[src/rtl/pio_pkg.sv]
package pio_pkg;

   // Word addresses of the register port
   typedef enum logic [2:0] {
      RG_DIR = 3'd0,
      RG_ODR = 3'd1,
      RG_DAT = 3'd2,
      RG_EVT = 3'd3,
      RG_MSK = 3'd4,
      RG_ECR = 3'd5,
      RG_IBE = 3'd6
   } reg_sel_e;

   localparam int unsigned REG_COUNT = 7;
   localparam int unsigned MIN_ADDR_W = $clog2(REG_COUNT);

endpackage

[src/rtl/pio_sync.sv]
module pio_sync #(
   parameter int unsigned W      = 32,
   parameter int unsigned STAGES = 2
) (
   input  logic         clk,
   input  logic         rst_n,
   input  logic [W-1:0] d,
   output logic [W-1:0] q
);

   if (STAGES < 2) begin : g_bad_stages
      $error("pio_sync: STAGES must be at least 2");
   end

   logic [W-1:0] chain [STAGES];

   always_ff @(posedge clk or negedge rst_n) begin
      if (!rst_n) begin
         for (int s = 0; s < STAGES; s++) chain[s] <= '0;
      end else begin
         chain[0] <= d;
         for (int s = 1; s < STAGES; s++) chain[s] <= chain[s-1];
      end
   end

   assign q = chain[STAGES-1];

endmodule

[src/rtl/pio_evt.sv]
module pio_evt #(
   parameter int unsigned W = 32
) (
   input  logic         clk,
   input  logic         rst_n,
   input  logic [W-1:0] sync_in,
   input  logic [W-1:0] ibe,
   input  logic [W-1:0] ecr,
   input  logic [W-1:0] w1c,
   output logic [W-1:0] evt,
   output logic [W-1:0] smp
);

   logic [W-1:0] prev_q;
   logic [W-1:0] evt_q;
   logic [W-1:0] hit;

   // previous level follows the raw synchronized input, so toggling the
   // buffer enable never fabricates an edge
   always_ff @(posedge clk or negedge rst_n) begin
      if (!rst_n) prev_q <= '0;
      else        prev_q <= sync_in;
   end

   for (genvar b = 0; b < W; b++) begin : g_bit
      logic chg;
      assign chg    = sync_in[b] ^ prev_q[b];
      assign hit[b] = ibe[b] & chg & (ecr[b] ? prev_q[b] : 1'b1);

      // an event bit only drops after a clear strobe on that bit
      p_clear_w1c_r6: assert property (@(posedge clk) disable iff (!rst_n)
         $fell(evt_q[b]) |-> $past(w1c[b]));

      // a detected edge always leaves the bit set, clear or not
      p_keep_on_hit_r10: assert property (@(posedge clk) disable iff (!rst_n)
         $past(hit[b]) |-> evt_q[b]);

      // no event rises while the input buffer is disabled
      p_gate_ibe_r11: assert property (@(posedge clk) disable iff (!rst_n)
         $rose(evt_q[b]) |-> $past(ibe[b]));

      // in falling-only mode a new event needs a high-to-low change
      p_fall_only_r7: assert property (@(posedge clk) disable iff (!rst_n)
         ($rose(evt_q[b]) && $past(ecr[b])) |-> $past(prev_q[b] && !sync_in[b]));
   end

   always_ff @(posedge clk or negedge rst_n) begin
      if (!rst_n) evt_q <= '0;
      else        evt_q <= (evt_q & ~w1c) | hit;
   end

   assign evt = evt_q;
   assign smp = sync_in & ibe;

endmodule

[src/rtl/pio_regfile.sv]
module pio_regfile
   import pio_pkg::*;
#(
   parameter int unsigned W  = 32,
   parameter int unsigned AW = 4
) (
   input  logic          clk,
   input  logic          rst_n,
   input  logic [AW-1:0] addr,
   input  logic          we,
   input  logic [W-1:0]  wdata,
   input  logic [W-1:0]  evt,
   input  logic [W-1:0]  smp,
   output logic [W-1:0]  dir,
   output logic [W-1:0]  odr,
   output logic [W-1:0]  dat,
   output logic [W-1:0]  msk,
   output logic [W-1:0]  ecr,
   output logic [W-1:0]  ibe,
   output logic [W-1:0]  w1c,
   output logic [W-1:0]  rdata
);

   if (AW < MIN_ADDR_W) begin : g_bad_aw
      $error("pio_regfile: AW too small for the register map");
   end

   logic mapped;
   assign mapped = (addr < AW'(REG_COUNT));

   always_ff @(posedge clk or negedge rst_n) begin
      if (!rst_n) begin
         dir <= '0;
         odr <= '0;
         dat <= '0;
         msk <= '0;
         ecr <= '0;
         ibe <= '0;
      end else if (we) begin
         case (addr)
            AW'(RG_DIR): dir <= wdata;
            AW'(RG_ODR): odr <= wdata;
            AW'(RG_DAT): dat <= wdata;
            AW'(RG_MSK): msk <= wdata;
            AW'(RG_ECR): ecr <= wdata;
            AW'(RG_IBE): ibe <= wdata;
            default: ;
         endcase
      end
   end

   assign w1c = (we && addr == AW'(RG_EVT)) ? wdata : '0;

   always_comb begin
      case (addr)
         AW'(RG_DIR): rdata = dir;
         AW'(RG_ODR): rdata = odr;
         AW'(RG_DAT): rdata = (dir & dat) | (~dir & smp);
         AW'(RG_EVT): rdata = evt;
         AW'(RG_MSK): rdata = msk;
         AW'(RG_ECR): rdata = ecr;
         AW'(RG_IBE): rdata = ibe;
         default:     rdata = '0;
      endcase
   end

   // unmapped reads return zero
   p_unmapped_zero_r9: assert property (@(posedge clk) disable iff (!rst_n)
      !mapped |-> (rdata == '0));

   // unmapped writes touch no stored register
   p_unmapped_wr_r9: assert property (@(posedge clk) disable iff (!rst_n)
      (we && !mapped) |=> ($stable(dir) && $stable(odr) && $stable(dat) &&
                           $stable(msk) && $stable(ecr) && $stable(ibe)));

endmodule

[src/rtl/pio_edge_irq.sv]
module pio_edge_irq
   import pio_pkg::*;
#(
   parameter int unsigned NPIN        = 32,
   parameter int unsigned ADDR_W      = 4,
   parameter int unsigned SYNC_STAGES = 2
) (
   input  logic              clk,
   input  logic              rst_n,
   input  logic [ADDR_W-1:0] bus_addr,
   input  logic              bus_we,
   input  logic [NPIN-1:0]   bus_wdata,
   output logic [NPIN-1:0]   bus_rdata,
   input  logic [NPIN-1:0]   pad_in,
   output logic [NPIN-1:0]   pad_out,
   output logic [NPIN-1:0]   pad_oe,
   output logic              irq
);

   if (NPIN < 1 || NPIN > 64) begin : g_bad_npin
      $error("pio_edge_irq: NPIN out of range");
   end

   // all internal vectors are kept in register bit order
   logic [NPIN-1:0] in_reg, sync_reg, smp, evt, w1c;
   logic [NPIN-1:0] dir, odr, dat, msk, ecr, ibe;
   logic [NPIN-1:0] out_reg, oe_reg;

   for (genvar n = 0; n < NPIN; n++) begin : g_pin
      localparam int unsigned BIT = NPIN - 1 - n;
      assign in_reg[BIT] = pad_in[n];
      assign pad_out[n]  = out_reg[BIT];
      assign pad_oe[n]   = oe_reg[BIT];

      // a pin configured as input never drives its pad
      p_oe_input_r3: assert property (@(posedge clk) disable iff (!rst_n)
         !dir[BIT] |-> !pad_oe[n]);

      // a drive-low-only pin never drives high
      p_od_low_r4: assert property (@(posedge clk) disable iff (!rst_n)
         (odr[BIT] && pad_oe[n]) |-> !pad_out[n]);
   end

   pio_sync #(.W(NPIN), .STAGES(SYNC_STAGES)) i_sync (
      .clk   (clk),
      .rst_n (rst_n),
      .d     (in_reg),
      .q     (sync_reg)
   );

   pio_evt #(.W(NPIN)) i_evt (
      .clk     (clk),
      .rst_n   (rst_n),
      .sync_in (sync_reg),
      .ibe     (ibe),
      .ecr     (ecr),
      .w1c     (w1c),
      .evt     (evt),
      .smp     (smp)
   );

   pio_regfile #(.W(NPIN), .AW(ADDR_W)) i_regs (
      .clk   (clk),
      .rst_n (rst_n),
      .addr  (bus_addr),
      .we    (bus_we),
      .wdata (bus_wdata),
      .evt   (evt),
      .smp   (smp),
      .dir   (dir),
      .odr   (odr),
      .dat   (dat),
      .msk   (msk),
      .ecr   (ecr),
      .ibe   (ibe),
      .w1c   (w1c),
      .rdata (bus_rdata)
   );

   assign out_reg = dat & ~odr;
   assign oe_reg  = dir & ~(odr & dat);
   assign irq     = |(evt & msk);

   // the interrupt only rises after an event or mask change
   p_irq_cause_r8: assert property (@(posedge clk) disable iff (!rst_n)
      $rose(irq) |-> !($stable(evt) && $stable(msk)));

endmodule

[config.mk]
export PLATFORM = sky130hd
export DESIGN_NAME = pio_edge_irq
export DESIGN_NICKNAME = d
export VERILOG_FILES = /design/src/rtl/pio_pkg.sv /design/src/rtl/pio_sync.sv /design/src/rtl/pio_evt.sv /design/src/rtl/pio_regfile.sv /design/src/rtl/pio_edge_irq.sv
export SDC_FILE = /design/constraint.sdc
export NUM_CORES = 1
export LEC_CHECK = 0
export BUFFER_PORTS_ARGS = -buffer_cell sky130_fd_sc_hd__clkbuf_2
export CAP_MARGIN = 20
export CORE_MARGIN = 2
export CORE_UTILIZATION = 58
export CTS_CLUSTER_SIZE = 24
export DETAILED_ROUTE_END_ITERATION = 8
export GPL_ROUTABILITY_DRIVEN = 0
export PLACE_DENSITY = 0.79
export SETUP_SLACK_MARGIN = 0.1
export SYNTH_ARGS = -nofsm -noshare
export SYNTH_HDL_FRONTEND = slang
export SYNTH_SLANG_ARGS = --single-unit
[constraint.sdc]
create_clock -name clk -period 1.3 [get_ports clk]
set_input_delay 0.065 -clock clk [delete_from_list [all_inputs] [get_ports clk]]
set_output_delay 0.065 -clock clk [all_outputs]
set_load 0.03 [all_outputs]
==> metrics.md, run 1 <==
| Metric | Value |
|---|---|
| Status | complete, but fails checks |
| Failing checks | negative setup slack |
| Initial antenna violation count | 1 |
| Final worst-path setup slack | -0.955 ns |
| Sequential power share | a little over 40% |
| CP Data Arrival Time | about 2.2 ns |
| CTS tree | yes |
| Worst-path clk slew | around 0.07 ns |
| Area contributors post-synth | dfrtp_1 (60%), mux2_2 (15%), a22oi_1 (4.5%) |
| WL final | between 40,000 and 50,000 um |
| Tmin final | about 2.3 ns |
| Cell total after placement | 1,537 |
| Seq/Total Area, Yosys | 60.0% |
| Number of synthesized flops with an enable pin | 0 |
| Asr flop ratio synth | 100% |
| Setup crit start kind | flop |
| Rows | 55 |
| Via count | 11,300 |
| Synthesized area | about 0.013 mm2 |
| Clk sinks | between 300 and 400 |
| Worst slew margin | approximately 44% |
| RSZ-0062 raised after global routing | true |
| Leakage | 9.12 nW |
| Vias in the first global route | 11,200 |
| Sw Ratio | a little under a third |
| Worst-Margin Slew | roughly 0.84 ns |
| DIE WIDTH | between 150 and 200 um |
| Final Hold Fails | 0 |
| Sw Pwr | 10.5 mW |
| Layout cells sized above 1 | between 50% and 60% |
| VDD IR max | about 1300 uV |
| Clock share of power | 31.0% |
| CP required | 1.24 ns |
| Post-synth top area share | between 60% and 70% |
| Drt pass-1 iters | 9 |
| #FFs+latches synth | 320 |
| Power Dens Cells | around 1700 mW/mm2 |
| Area Overhead vs Synth | 47.5% |
| Combinational Power Share | between 20% and 30% |
| Cell type with the highest aggregate area in the netlist | dfrtp_1 |
| Max cap viols | 0 |
| Skew-Pair Late Insertion Delay | ~0.51 ns |
| Detail Route Antenna Nets | 0 |
| R2R Setup Slk | 0.09 ns |
| CP Capture Type | primary output |
| Port bufs | around 170 |
| CORE AREA | ~0.023 mm2 |
| CP Class | flop to primary output |
| DR vias/cell | 6.51 |
| Design area | a little under 0.02 mm2 |
| Die Y | around 160 um |
| CTS H-tree depth | 2 |
| Min-Delay Path Class | input pin to async pin |
| Gr ovfl total | 0 |
| Most used flip-flop cell after synthesis | dfrtp_1 |
| Setup violators final | between 80 and 90 |
| WL per Instance | around 27 um |
| Most common cell in the netlist | dfrtp_1 |
| Initial DRC count | between 1,000 and 1,500 |
| Fmax | 443 MHz |
| Num ports | ~170 |
| R2R Path Start | i_sync.q[30] |
| Final Cycle Share | 173% |
| Clock Tree Buf Depth | 3 |
| Largest net degree at the start of global routing | 59 |
| Clk_skew | between 0.01 and 0.015 ns |
| CTS buffer count | 34 |
| Internal Pwr Total | approximately 23 mW |
| Netlist cell types | 23 |
| Worst Setup SP | i_regs.dir[31] |
| Initial core utilization | 58.9% |
| Max Slew Vio Count | 0 |
| Top fanout value on the critical path | 5 |
| Placed cell areas | around 0.016 mm2 |
| Hpwl dp | 23,800 um |
| Post-Syn Instances | approximately 1,000 |
| Die area | between 0.02 and 0.025 mm2 |
| Layout net count | 1,498 |
| Mean Syn Cell Area | approximately 13 um2 |
| Clock Tree Root | clkbuf_16 |
| Non-Filler Instances | 1,737 |
| Ant diodes | 0 |
| Synth warn | 0 |
| Synth cell count leaders | dfrtp_1 (320), mux2_2 (183), nand2_1 (102) |
| Net Count, Synth | 1,081 |
| Global-route wire length before repair | about 63,000 um |
| Overall routing resource usage | between 30% and 40% |
| DRC Markers | 0 |
[state kept, by name, indices dropped and copies added, names as in the netlist]
| signal | cells |
|---|---|
| i_regs.dat | 32 |
| i_regs.msk | 32 |
| i_sync.q | 32 |
| i_regs.ibe | 32 |
| i_regs.ecr | 32 |
| i_evt.evt | 32 |
| i_evt.prev_q | 32 |
| i_regs.dir | 32 |
| i_sync.chain | 32 |
| i_regs.odr | 32 |
[final timing paths]
check | end | cells after the start
min in group clk | i_sync.chain[56] | 2
min | i_sync.q[1] | 2
max | bus_rdata[31] | 5
max reg2reg | i_evt.evt[30] | 4
min reg2reg | i_sync.q[22] | 0
max in group asynchronous | i_regs.odr[6] | 3
[cells in the final DEF, fill, tap and decap left out, types with 9 or more instances in the layout]
cell / Yosys / layout
buf_4: 0 / 115
a22oi_1: 80 / 73
buf_6: 0 / 88
mux2_2: 183 / 183
a222oi_1: 32 / 32
nand2b_1: 35 / 33
buf_8: 0 / 42
a21boi_4: 0 / 10
dlygate4sd3_1: 0 / 65
mux2_1: 9 / 9
mux2i_1: 32 / 32
clkbuf_8: 0 / 36
o21ai_1: 0 / 20
nand2_1: 102 / 89
clkbuf_16: 0 / 37
dfrtp_2: 0 / 26
a21boi_2: 0 / 22
clkbuf_2: 0 / 69
buf_12: 0 / 21
nor2b_4: 0 / 22
dfrtp_1: 320 / 294
a22o_1: 32 / 32
nand3_2: 0 / 30
nand2_2: 0 / 13
[worst max-delay path, cell delays in order (launching register included)]
cell and delay (ns):
dfrtp_2 0.46, nand2_2 0.09, o21ai_2 0.10, a222oi_1 0.67, nand3_2 0.16, buf_8 0.19
[kinds of logic (layout without fill, tap and decap cells)]
family | after synthesis | in the layout | share of synthesized area, %
buf+inv | 44 | 486 | 1.44
simple gates | 214 | 214 | 7.95
flops | 320 | 320 | 60.0
mux | 224 | 224 | 18.6
compound gates | 208 | 208 | 12.0
[cell type report]
type / instances / area, um2
Clock buffer: 52 / 1090
Timing Repair Buffer: 425 / 4250
Fill cell: 900 / 2960
Sequential cell: 320 / 8040
Tap cell: 285 / 357
Clock inverter: 9 / 123
Multi-Input combinational cell: 646 / 5820
[through the flow]
| step | hold slack, ns | TNS [ns] | power (mW) | util, % | setup WS, ns |
|---|---|---|---|---|---|
| detailed placement | -0.0208 | -35.28 | 19.5 | 69.6 | -0.331 |
| global route | 0.0646 | -28.13 | 34.8 | 86.9 | -1.01 |
| global placement | -0.0169 | -29.91 | 19.3 | 69.6 | -0.323 |
| floorplan | -0.231 | -0.00281 | 16.7 | - | -0.00281 |
| CTS | 0.0527 | -19.64 | 31.3 | 82.5 | -0.798 |
| finish | 0.0459 | -24.43 | 33.8 | 86.9 | -0.955 |
[layer usage]
metal | up-vias | track usage [%] | part of all wire [%]
met5 | - | 0 | 0
met4 | 0 | 16.1 | 6.1
met3 | 232 | 6.08 | 8.9
met2 | 747 | 57.2 | 50
met1 | 5724 | 41.7 | 35
li1 | 4599 | - | -
[power by group through the flow]
stage               Sequential [mW]  Clock [mW]  Combinational [mW]
floorplan                      12.8           0                3.92
global placement               13.1           0                6.15
detailed placement             13.2           0                6.28
CTS                            13.3        10.3                7.77
global route                   13.8        10.9                10.1
finish                         13.6        10.5                9.68
[what timing repair did]
item / 4_1_cts / 5_1_grt
endpoints found under the setup margin: 97 / 97
hold buffers: 65 / 0
setup buffers: 12 / 74
gates cloned: 0 / 0
pin swaps: 30 / 66
endpoints found under the hold margin: 575 / 0
gates resized for setup: 286 / 233
No activity file was read; power rests on OpenSTA's default activity.
==> run 2: changes to the inputs <==
--- a/config.mk
+++ b/config.mk
@@ -9,6 +9,7 @@
 export CAP_MARGIN = 20
 export CORE_MARGIN = 2
 export CORE_UTILIZATION = 58
+export CTS_BUF_LIST = sky130_fd_sc_hd__clkbuf_16
 export CTS_CLUSTER_SIZE = 24
 export DETAILED_ROUTE_END_ITERATION = 8
 export GPL_ROUTABILITY_DRIVEN = 0
==> run 2 against run 1 <==
Net effect: the run still ends with negative setup slack left; sequential share of layout area up 0.34 points; routed wire length down 2.3%; combinational power down 2%; count of clock-buffer cells in the layout down 15; non-clock buffer count down 1; sequential power about the same; utilization down 0.74 points; cell count about the same; register-to-register slack better by 0.05 ns; maximum frequency up 0.59%; worst hold slack worse by 0.0024 ns.
==> metrics.md, run 2 (synthesis results as in run 1) <==
| Metric | Value |
|---|---|
| Status | complete, but fails checks |
| Failing checks | negative setup slack |
| Filler cells | between 900 and 1,000 |
| Storage cell area | roughly 0.008 mm2 |
| Max Slew Vio Count | 0 |
| Die Y | around 160 um |
| Final Hold Fails | 0 |
| Area of the multi-input gates | roughly 0.0058 mm2 |
| CORE AREA | ~0.023 mm2 |
| Leakage | about 9.1 nW |
| Commonest non-fill, non-tap cell in the layout | dfrtp_1 |
| Sequential power share | between 40% and 50% |
| Combinational Power Share | between 20% and 30% |
| DIE WIDTH | around 160 um |
| Rows | 55 |
| WL per Instance | 26.3 um |
| Sw Ratio | about a third |
| CP Data Arrival Time | 2.18 ns |
| Vias in the first global route | approximately 11,000 |
| Worst-Margin Slew | 0.467 ns |
| CP max stage cell | or4_4 |
| Layout net count | about 1,500 |
| Initial antenna violation count | 0 |
| Clock Tree Buf Depth | 3 |
| Sw Pwr | about 10 mW |
| CP delay by family, top | simple AND/OR/NAND/NOR gates |
| Initial core utilization | between 50% and 60% |
| CP Class | flop to primary output |
| R2R Setup Slk | ~0.14 ns |
| CTS tree | yes |
| R2R depth | 4 |
| Tmin final | 2.24 ns |
| Die area | between 0.02 and 0.025 mm2 |
| Skew-Pair Late Insertion Delay | ~0.51 ns |
| Num ports | 168 |
| Most frequent cells in the layout | dfrtp_1 (296), mux2_2 (183), buf_4 (123) |
| Clk_skew | between 0.01 and 0.015 ns |
| DRC Markers | 0 |
| Layout Utilization | between 80% and 90% |
| Clk sinks | 320 |
| VDD IR max | approximately 1300 uV |
| Setup violators final | between 90 and 100 |
| Final worst-path setup slack | -0.942 ns |
| CP required | roughly 1.2 ns |
| Worst slew margin | 68.9% |
| Clock share of power | 29.7% |
| Detail Route Antenna Nets | 0 |
| Largest net degree at the start of global routing | slightly below 60 |
| Layout cells sized above 1 | 50.6% |
| Drt pass-1 iters | 7 |
| Initial DRC count | 1,088 |
| RR Endpoint | i_evt.evt[3] |
| Hold slack | roughly 0.044 ns |
| CP Buf/Inv Count | 1 |
| Power Dens Cells | between 1500 and 2000 mW/mm2 |
| Overall routing resource usage | 33.8% |
| CP peak stage delay | ~0.62 ns |
| Internal Pwr Total | 22.5 mW |
| Place WS | -0.331 ns |
| Hpwl dp | ~24,000 um |
| Global-route wire length before repair | approximately 63,000 um |
| RSZ-0062 raised after global routing | true |
| CTS H-tree depth | 2 |
| Final Cycle Share | 172% |
| CP Capture Type | primary output |
| Min-Delay Path Class | input pin to async pin |
| Port bufs | about 170 |
| Clock Tree Root | clkbuf_16 |
| Setup crit start kind | flop |
| Via count | about 11,000 |
| DR vias/cell | around 6.4 |
| Ant diodes | 0 |
| Area Overhead vs Synth | 46.2% |
| Max cap viols | 0 |
| Cell total after placement | ~1,500 |
| Worst-path clk slew | about 0.07 ns |
| CTS buffer count | 34 |
| Cell breakdown of the critical path | a22oi_2 -> nand4_1 -> or4_4 -> buf_8 |
| Gr ovfl total | 0 |
| Top fanout value on the critical path | 2 |
| Fmax | around 450 MHz |
| Non-Filler Instances | ~1,700 |
| WL final | roughly 46,000 um |
| R2R Path Start | i_sync.q[3] |
## run 2: cell type report
type,count,share of cell area (%)
Sequential cell,320,41.2
Multi-Input combinational cell,646,29.8
Timing Repair Buffer,424,21.6
Clock buffer,37,4.74
Tap cell,285,1.83
Clock inverter,24,0.917
## run 2: stage by stage
stage               area, um2  setup TNS, ns  total power, mW
CTS                     18600         -19.64             30.7
detailed placement      15800         -35.28             19.5
global route            19500         -28.33             33.9
finish                  19500         -24.19             32.9
global placement        15800         -29.91             19.3
floorplan               13600       -0.00281             16.7
## run 2: worst register-to-register path, delay by kind of cell, from the launching register on
| family | cells | cell delay (ns) |
|---|---|---|
| DFF | 1 | 0.44 |
| muxes | 1 | 0.09 |
| and+or+nand+nor | 1 | 0.09 |
| AOI/OAI and AO/OA | 1 | 0.26 |
| buffers and inverters | 1 | 0.18 |
## run 2: worst max-delay path by stage
stage                        start  cells after the start   to
detailed placement   i_evt.evt[24]                      4  irq
CTS                 i_regs.msk[24]                      4  irq
global route        i_regs.msk[24]                      4  irq
floorplan           i_regs.msk[29]                      3  irq
global placement     i_evt.evt[24]                      4  irq
finish              i_regs.msk[24]                      4  irq
## run 2: what timing repair did
item,CTS,global route
setup buffers,13,70
endpoints found under the hold margin,575,0
pin swaps,36,71
setup endpoints to repair,97,97
resized for setup,296,202
hold buffers,65,0
## run 2: power by group through the flow
stage / combinational [mW] / clock, mW / sequential (mW)
global route: 9.90 / 10.3 / 13.8
finish: 9.51 / 9.76 / 13.6
CTS: 7.82 / 9.62 / 13.3
global placement: 6.15 / 0 / 13.1
detailed placement: 6.28 / 0 / 13.2
floorplan: 3.92 / 0 / 12.8
## run 2: metal layers
metal | global-route usage (%) | routed length (um) | up-vias
met5 | 0 | 0 | -
li1 | - | - | 4608
met4 | 13.6 | 2360 | 0
met2 | 59.0 | 23300 | 753
met3 | 5.58 | 3840 | 195
met1 | 42.3 | 16100 | 5640
